File: config.mk
export PLATFORM = sky130hd
export DESIGN_NAME = pf_serial_slave
export DESIGN_NICKNAME = d
export VERILOG_FILES = /design/src/rtl/pfs_pkg.sv /design/src/rtl/pfs_sync.sv /design/src/rtl/pfs_power_seq.sv /design/src/rtl/pfs_link.sv /design/src/rtl/pf_serial_slave.sv
export SDC_FILE = /design/constraint.sdc
export NUM_CORES = 1
export LEC_CHECK = 0
export BUFFER_PORTS_ARGS = -buffer_cell sky130_fd_sc_hd__buf_4
export CELL_PAD_IN_SITES_DETAIL_PLACEMENT = 0
export CELL_PAD_IN_SITES_GLOBAL_PLACEMENT = 1
export CORE_MARGIN = 4
export CORE_UTILIZATION = 40
export DETAILED_ROUTE_END_ITERATION = 12
export HOLD_SLACK_MARGIN = 0.08
export PLACE_DENSITY_LB_ADDON = 0.1
export SLEW_MARGIN = 10
export SYNTH_ARGS = -nofsm -noshare
export SYNTH_HDL_FRONTEND = slang
export SYNTH_SLANG_ARGS = --single-unit
File: constraint.sdc
create_clock -name clk -period 2 [get_ports clk]
set_input_delay 0.3 -clock clk [delete_from_list [all_inputs] [get_ports clk]]
set_output_delay 0.3 -clock clk [all_outputs]
set_load 0.05 [all_outputs]
File: src/rtl/pfs_pkg.sv
`timescale 1ns/1ps
package pfs_pkg;
  localparam int BYTE_W = 8;

  typedef enum logic [2:0] {
    LK_IDLE,
    LK_DEV,
    LK_DEV_ACK,
    LK_RX,
    LK_RX_ACK,
    LK_TX,
    LK_TX_ACK
  } link_state_t;
endpackage

File: src/rtl/pfs_sync.sv
`timescale 1ns/1ps
// Two-stage synchronizer with a per-bit reset value.
module pfs_sync #(
  parameter int W = 1,
  parameter logic [W-1:0] RST_VAL = '0
) (
  input  logic         clk,
  input  logic         rst_n,
  input  logic [W-1:0] d,
  output logic [W-1:0] q
);
  logic [W-1:0] stage1;

  always_ff @(posedge clk or negedge rst_n) begin
    if (!rst_n) begin
      stage1 <= RST_VAL;
      q      <= RST_VAL;
    end else begin
      stage1 <= d;
      q      <= stage1;
    end
  end
endmodule

File: src/rtl/pfs_power_seq.sv
`timescale 1ns/1ps
// Supply sequencer: recovery timer gating the bus, and supply-source select.
module pfs_power_seq #(
  parameter int RECOVERY_CYCLES = 40000
) (
  input  logic clk,
  input  logic rst_n,
  input  logic vlow_s,
  input  logic vbat_s,
  output logic bus_en,
  output logic sel_bat,
  output logic low_pwr
);
  localparam int CW = $clog2(RECOVERY_CYCLES + 1);
  localparam logic [CW-1:0] LIMIT = CW'(RECOVERY_CYCLES);

  logic [CW-1:0] good_cnt;

  always_ff @(posedge clk or negedge rst_n) begin
    if (!rst_n)                good_cnt <= '0;
    else if (vlow_s)           good_cnt <= '0;
    else if (good_cnt != LIMIT) good_cnt <= good_cnt + 1'b1;
  end

  assign bus_en = (good_cnt == LIMIT) && !vlow_s;

  always_ff @(posedge clk or negedge rst_n) begin
    if (!rst_n) begin
      sel_bat <= 1'b0;
      low_pwr <= 1'b0;
    end else begin
      sel_bat <= vbat_s;
      low_pwr <= vbat_s & vlow_s;
    end
  end
endmodule

File: src/rtl/pfs_link.sv
`timescale 1ns/1ps
// Two-wire slave protocol engine working on synchronized line levels.
module pfs_link
  import pfs_pkg::*;
#(
  parameter logic [6:0] DEV_ADDR = 7'h68,
  parameter int ADDR_W = 6
) (
  input  logic              clk,
  input  logic              rst_n,
  input  logic              scl_s,
  input  logic              sda_s,
  input  logic              bus_en,
  input  logic              abort,
  input  logic [BYTE_W-1:0] rdata,
  output logic              sda_oe,
  output logic [ADDR_W-1:0] ptr,
  output logic [BYTE_W-1:0] wdata,
  output logic              we
);
  localparam logic [3:0] FULL = 4'(BYTE_W);

  link_state_t       state;
  logic              p_scl, p_sda;
  logic [3:0]        bitcnt;
  logic [BYTE_W-1:0] shreg;
  logic              rw, first, nack, oe;
  logic              start_c, stop_c, rise, fall, byte_done;

  always_ff @(posedge clk or negedge rst_n) begin
    if (!rst_n) begin
      p_scl <= 1'b1;
      p_sda <= 1'b1;
    end else begin
      p_scl <= scl_s;
      p_sda <= sda_s;
    end
  end

  assign start_c   = bus_en & p_scl & scl_s & p_sda & ~sda_s;
  assign stop_c    = bus_en & p_scl & scl_s & ~p_sda & sda_s;
  assign rise      = bus_en & ~p_scl & scl_s;
  assign fall      = bus_en & p_scl & ~scl_s;
  assign byte_done = (bitcnt == FULL);

  assign we     = (state == LK_RX) & fall & byte_done & ~first;
  assign wdata  = shreg;
  assign sda_oe = oe;

  always_ff @(posedge clk or negedge rst_n) begin
    if (!rst_n) begin
      state  <= LK_IDLE;
      bitcnt <= '0;
      shreg  <= '0;
      rw     <= 1'b0;
      first  <= 1'b0;
      nack   <= 1'b0;
      oe     <= 1'b0;
      ptr    <= '0;
    end else if (abort) begin
      state  <= LK_IDLE;
      bitcnt <= '0;
      oe     <= 1'b0;
      ptr    <= '0;
    end else if (!bus_en) begin
      state  <= LK_IDLE;
      oe     <= 1'b0;
    end else if (start_c) begin
      state  <= LK_DEV;
      bitcnt <= '0;
      oe     <= 1'b0;
    end else if (stop_c) begin
      state  <= LK_IDLE;
      oe     <= 1'b0;
    end else begin
      unique case (state)
        LK_DEV, LK_RX: begin
          if (rise) begin
            shreg  <= {shreg[BYTE_W-2:0], sda_s};
            bitcnt <= bitcnt + 1'b1;
          end else if (fall && byte_done) begin
            bitcnt <= '0;
            if (state == LK_DEV) begin
              if (shreg[BYTE_W-1:1] == DEV_ADDR) begin
                oe    <= 1'b1;
                rw    <= shreg[0];
                state <= LK_DEV_ACK;
              end else begin
                state <= LK_IDLE;
              end
            end else begin
              oe    <= 1'b1;
              state <= LK_RX_ACK;
              if (first) begin
                ptr   <= shreg[ADDR_W-1:0];
                first <= 1'b0;
              end else begin
                ptr <= ptr + 1'b1;
              end
            end
          end
        end
        LK_DEV_ACK: begin
          if (fall) begin
            if (rw) begin
              shreg <= rdata;
              oe    <= ~rdata[BYTE_W-1];
              state <= LK_TX;
            end else begin
              oe    <= 1'b0;
              first <= 1'b1;
              state <= LK_RX;
            end
          end
        end
        LK_RX_ACK: begin
          if (fall) begin
            oe    <= 1'b0;
            state <= LK_RX;
          end
        end
        LK_TX: begin
          if (rise) begin
            bitcnt <= bitcnt + 1'b1;
          end else if (fall) begin
            if (byte_done) begin
              oe     <= 1'b0;
              bitcnt <= '0;
              ptr    <= ptr + 1'b1;
              state  <= LK_TX_ACK;
            end else begin
              shreg <= shreg << 1;
              oe    <= ~shreg[BYTE_W-2];
            end
          end
        end
        LK_TX_ACK: begin
          if (rise) begin
            nack <= sda_s;
          end else if (fall) begin
            if (nack) begin
              state <= LK_IDLE;
            end else begin
              shreg <= rdata;
              oe    <= ~rdata[BYTE_W-1];
              state <= LK_TX;
            end
          end
        end
        default: state <= LK_IDLE;
      endcase
    end
  end
endmodule

File: src/rtl/pf_serial_slave.sv
`timescale 1ns/1ps
// Top: synchronizers, supply sequencer and protocol engine.
module pf_serial_slave
  import pfs_pkg::*;
#(
  parameter logic [6:0] DEV_ADDR = 7'h68,
  parameter int ADDR_W = 6,
  parameter int RECOVERY_CYCLES = 40000
) (
  input  logic              clk,
  input  logic              rst_n,
  input  logic              scl_i,
  input  logic              sda_i,
  output logic              sda_oe,
  input  logic              vlow_i,
  input  logic              vbat_i,
  output logic              sel_bat,
  output logic              low_pwr,
  output logic [ADDR_W-1:0] reg_addr,
  output logic [BYTE_W-1:0] reg_wdata,
  output logic              reg_we,
  input  logic [BYTE_W-1:0] reg_rdata
);
  localparam int NIN = 4;
  // lines idle high, power-fail assumed until sampled, battery flag low
  localparam logic [NIN-1:0] IN_RST = 4'b0111;

  logic [NIN-1:0] raw_in, sync_in;
  logic           scl_s, sda_s, vlow_s, vbat_s, bus_en;

  assign raw_in = {vbat_i, vlow_i, sda_i, scl_i};
  assign {vbat_s, vlow_s, sda_s, scl_s} = sync_in;

  pfs_sync #(.W(NIN), .RST_VAL(IN_RST)) u_sync (
    .clk(clk), .rst_n(rst_n), .d(raw_in), .q(sync_in)
  );

  pfs_power_seq #(.RECOVERY_CYCLES(RECOVERY_CYCLES)) u_pwr (
    .clk(clk), .rst_n(rst_n), .vlow_s(vlow_s), .vbat_s(vbat_s),
    .bus_en(bus_en), .sel_bat(sel_bat), .low_pwr(low_pwr)
  );

  pfs_link #(.DEV_ADDR(DEV_ADDR), .ADDR_W(ADDR_W)) u_link (
    .clk(clk), .rst_n(rst_n), .scl_s(scl_s), .sda_s(sda_s),
    .bus_en(bus_en), .abort(vlow_s), .rdata(reg_rdata),
    .sda_oe(sda_oe), .ptr(reg_addr), .wdata(reg_wdata), .we(reg_we)
  );
endmodule

==> results.md <==
- Min-delay worst type: input port to flop
- Register area share after synthesis: 46.0%
- Synth top cells by count: dfrtp_1, nor2_1, nand2_1
- Via/cell ratio: 5.09
- Top cell type's share of synthesized area: 38.8%
- Peak Freq: 0.464 GHz
- Pwr Density: 485 mW/mm²
- R2r endpoint: u_link.wdata[1]
- Post-route ant nets: 0
- First-pass GRT wire length: 12100 µm
- Worst Hold Endpoint: u_link.wdata[6]
- CP Class: flop to flop
- Drt total wl: 7270 µm
- Final Hold Viols: 0
- Die height: 93.2 µm
- Clk slew on worst S/H paths: 0.10 ns
- Startpoint Class: flop
- Worst r2r src: u_link.bitcnt[1]
- Cell count after synthesis: 310
- Routed WL per cell: 14.3 µm
- Worst EP required: 2.20 ns
- Max Cap Viol: 0
- Via count: 2596
- CP Data Arrival Time: 2.36 ns
- CTS Buffer Depth: 2
- Buffers on Ports: 31
- Area after DPL: 0.00364 mm²
- Max VDD drop: 268 µV
- Slew Viols, Final: 0
- Register-to-Register Path Depth: 10
- FILL cells: 625
- Status: complete, but fails checks
- Post-DP HPWL: 5080 µm
- Fraction of layout instances using a drive strength above 1: 40.8%
- Hold path depth: 3
- Synthesized Nets: 329
- Post-route DRC: 0
- Setup TNS: -1.61 ns
- Synthesized area per cell: 9.37 µm²
- Starting Density: 42.0%
- Area delta synth->final: 41.8%
- GR Util All Layers: 17.2%
- Hold Slack: 0.266 ns
- Final period utilization: 108%
- Register-to-register setup slack: -0.16 ns
- H-tree depth: 2
- Final count of negative-setup-slack endpoints: 21
- RePlAce Congestion: 0.856
- Failing checks: setup timing
- Worst hold start: reg_rdata[6]
- Min cycle time layout: 2.16 ns
- Predominant post-synthesis flop cell: dfrtp_1
- Largest area contributor in the netlist: dfrtp_1
- Place WS: -0.136 ns
- Yosys cell types: 52
- Top cells by area, synth: dfrtp_1, dfstp_2, o21ai_0, nor2_1, a21oi_1
- Die W: 93.2 µm
- Worst-Margin Slew: 0.658 ns
- Flip-flop and latch count after synthesis: 53
- Drt initial violations: 81
- Pin count of the biggest net entering global routing: 54
- Root Driver: clkbuf_8
- Rows: 30
- Final Core Density: 59.6%
- Syn Std Cell Area: 0.00290 mm²
- Final WS setup: -0.157 ns
- EDFF count, synth: 0
- Ant. Diodes: 0
- Design Area, Final: 0.00412 mm²
- Ys async rst share: 100%
- Total Power: 2.00 mW
- Total grt overflow: 0
- Num CTS Buffers: 5
- Top-count cell post-synth: dfrtp_1
- Vias in the first global route: 2468
- P_leak: 1.90 nW
- TritonCTS clock tree: built
- Crit-path max FO: 8
- RSZ-0062 raised after global routing: true
- Yosys warnings: 0
- Final nets: 432
- Slew headroom: 56.1%
- Die area: 0.00869 mm²
- First-pass detailed-route iteration total: 4
- Initial antenna violation count: 0
- Clk sink count: 53
- Dpl cells: 481
- Worst-Skew Late Latency: 0.30 ns
- Worst setup EP type: flop
- # IOs: 32
- Final std cells w/o fill: 510
- Final Skew: 0.00616 ns
- Placeable Area: 0.00691 mm²
[final cells by class]
type	instances	area, µm²	share of cell area, %
Multi-Input combinational cell	231	1620	39.2
Inverter	11	41.3	1.00
Clock buffer	5	68.8	1.67
Tap cell	96	120	2.92
Sequential cell	53	1340	32.5
Clock inverter	3	46.3	1.12
Timing Repair Buffer	111	887	21.5
[worst max-delay path by stage]
stage	slack, ns	to	cells past startpoint	start
4_1_cts	-0.16	reg_we	6	u_pwr.good_cnt[13]
3_3_place_gp	-0.08	u_link.state[1]	9	u_link.bitcnt[1]
6_report	-0.16	u_link.wdata[1]	10	u_link.bitcnt[1]
2_1_floorplan	-0.09	u_link.wdata[0]	11	u_link.bitcnt[0]
5_1_grt	-0.29	reg_we	9	u_link.bitcnt[1]
3_5_place_dp	-0.14	u_link.ptr[3]	8	u_pwr.good_cnt[1]
[layout by cell type, fill, tap and decap left out, types with 3 or more instances in the layout]
| master | synthesis | layout |
|---|---|---|
| a211oi_1 | 3 | 3 |
| a21oi_1 | 18 | 16 |
| a31oi_1 | 5 | 3 |
| and3_1 | 6 | 6 |
| buf_4 | 1 | 96 |
| buf_6 | 2 | 9 |
| clkbuf_8 | 0 | 5 |
| dfrtp_1 | 45 | 43 |
| dfstp_2 | 8 | 8 |
| dlygate4sd3_1 | 0 | 5 |
| ha_1 | 5 | 3 |
| inv_1 | 11 | 8 |
| inv_2 | 0 | 3 |
| mux2i_1 | 8 | 8 |
| nand2_1 | 24 | 13 |
| nand2_2 | 0 | 9 |
| nand2b_1 | 7 | 7 |
| nand3_1 | 18 | 18 |
| nand4_1 | 3 | 3 |
| nor2_1 | 28 | 28 |
| nor2b_1 | 10 | 10 |
| nor3_1 | 6 | 5 |
| o211ai_1 | 3 | 3 |
| o21ai_0 | 22 | 12 |
| o21ai_1 | 7 | 11 |
| o21ai_2 | 2 | 8 |
| or3_1 | 4 | 4 |
| xnor2_1 | 3 | 3 |
| xor2_1 | 10 | 10 |
[where the power goes]
part | total [mW] | internal [mW] | switching [mW]
clock network | 0.738 | 0.375 | 0.363
logic | 0.154 | 0.0724 | 0.0814
registers | 1.10 | 1.09 | 0.00950
[critical path, stage by stage (launching register included)]
cell and delay, ns:
dfrtp_1 0.37, inv_2 0.04, ha_2 0.16, and3b_2 0.21, buf_6 0.12, o32ai_2 0.18, a21oi_1 0.11, or4b_4 0.57
buf_8 0.18, nand2_2 0.07, o21ai_2 0.05
[per-layer routing]
metal | share of wire (%) | wire, µm | GRT usage, % | up-vias
met2 | 48 | 3490 | 27.7 | 35
met1 | 48 | 3500 | 24.3 | 1240
met3 | 2.5 | 183 | 2.74 | 10
met5 | 0 | 0 | 0 | -
li1 | - | - | - | 1311
met4 | 1.3 | 94 | 3.79 | 0
[cell families after synthesis]
logic type | count (synthesis) | share of synthesized area, %
AOI/OAI and AO/OA | 72 | 14.8
xor gates and xnor gates | 13 | 3.92
adders and majority gates | 5 | 2.15
buffers and inverters | 26 | 4.18
DFF | 53 | 46.0
muxes | 11 | 3.92
and+or+nand+nor | 130 | 25.0
[state kept, by name, indices dropped and copies added, names as in the netlist]
name and count:
u_sync.q 4, u_link.bitcnt 4, u_link.sda_oe 1, u_link.ptr 6, u_link.nack 1, u_sync.stage1 4, u_link.state 3, u_link.wdata 8
u_link.p_scl 1, u_pwr.sel_bat 1, u_pwr.good_cnt 16, u_pwr.low_pwr 1, u_link.rw 1, u_link.first 1, u_link.p_sda 1
[what timing repair did]
| item | CTS | global route |
|---|---|---|
| setup endpoints to repair | 20 | 22 |
| hold buffers | 1 | 4 |
| setup buffers | 8 | 7 |
| endpoints found under the hold margin | 45 | 4 |
| cloned | 2 | 0 |
| resized for setup | 35 | 27 |
| pin swaps | 12 | 13 |
(Power assumes the default switching activity.)
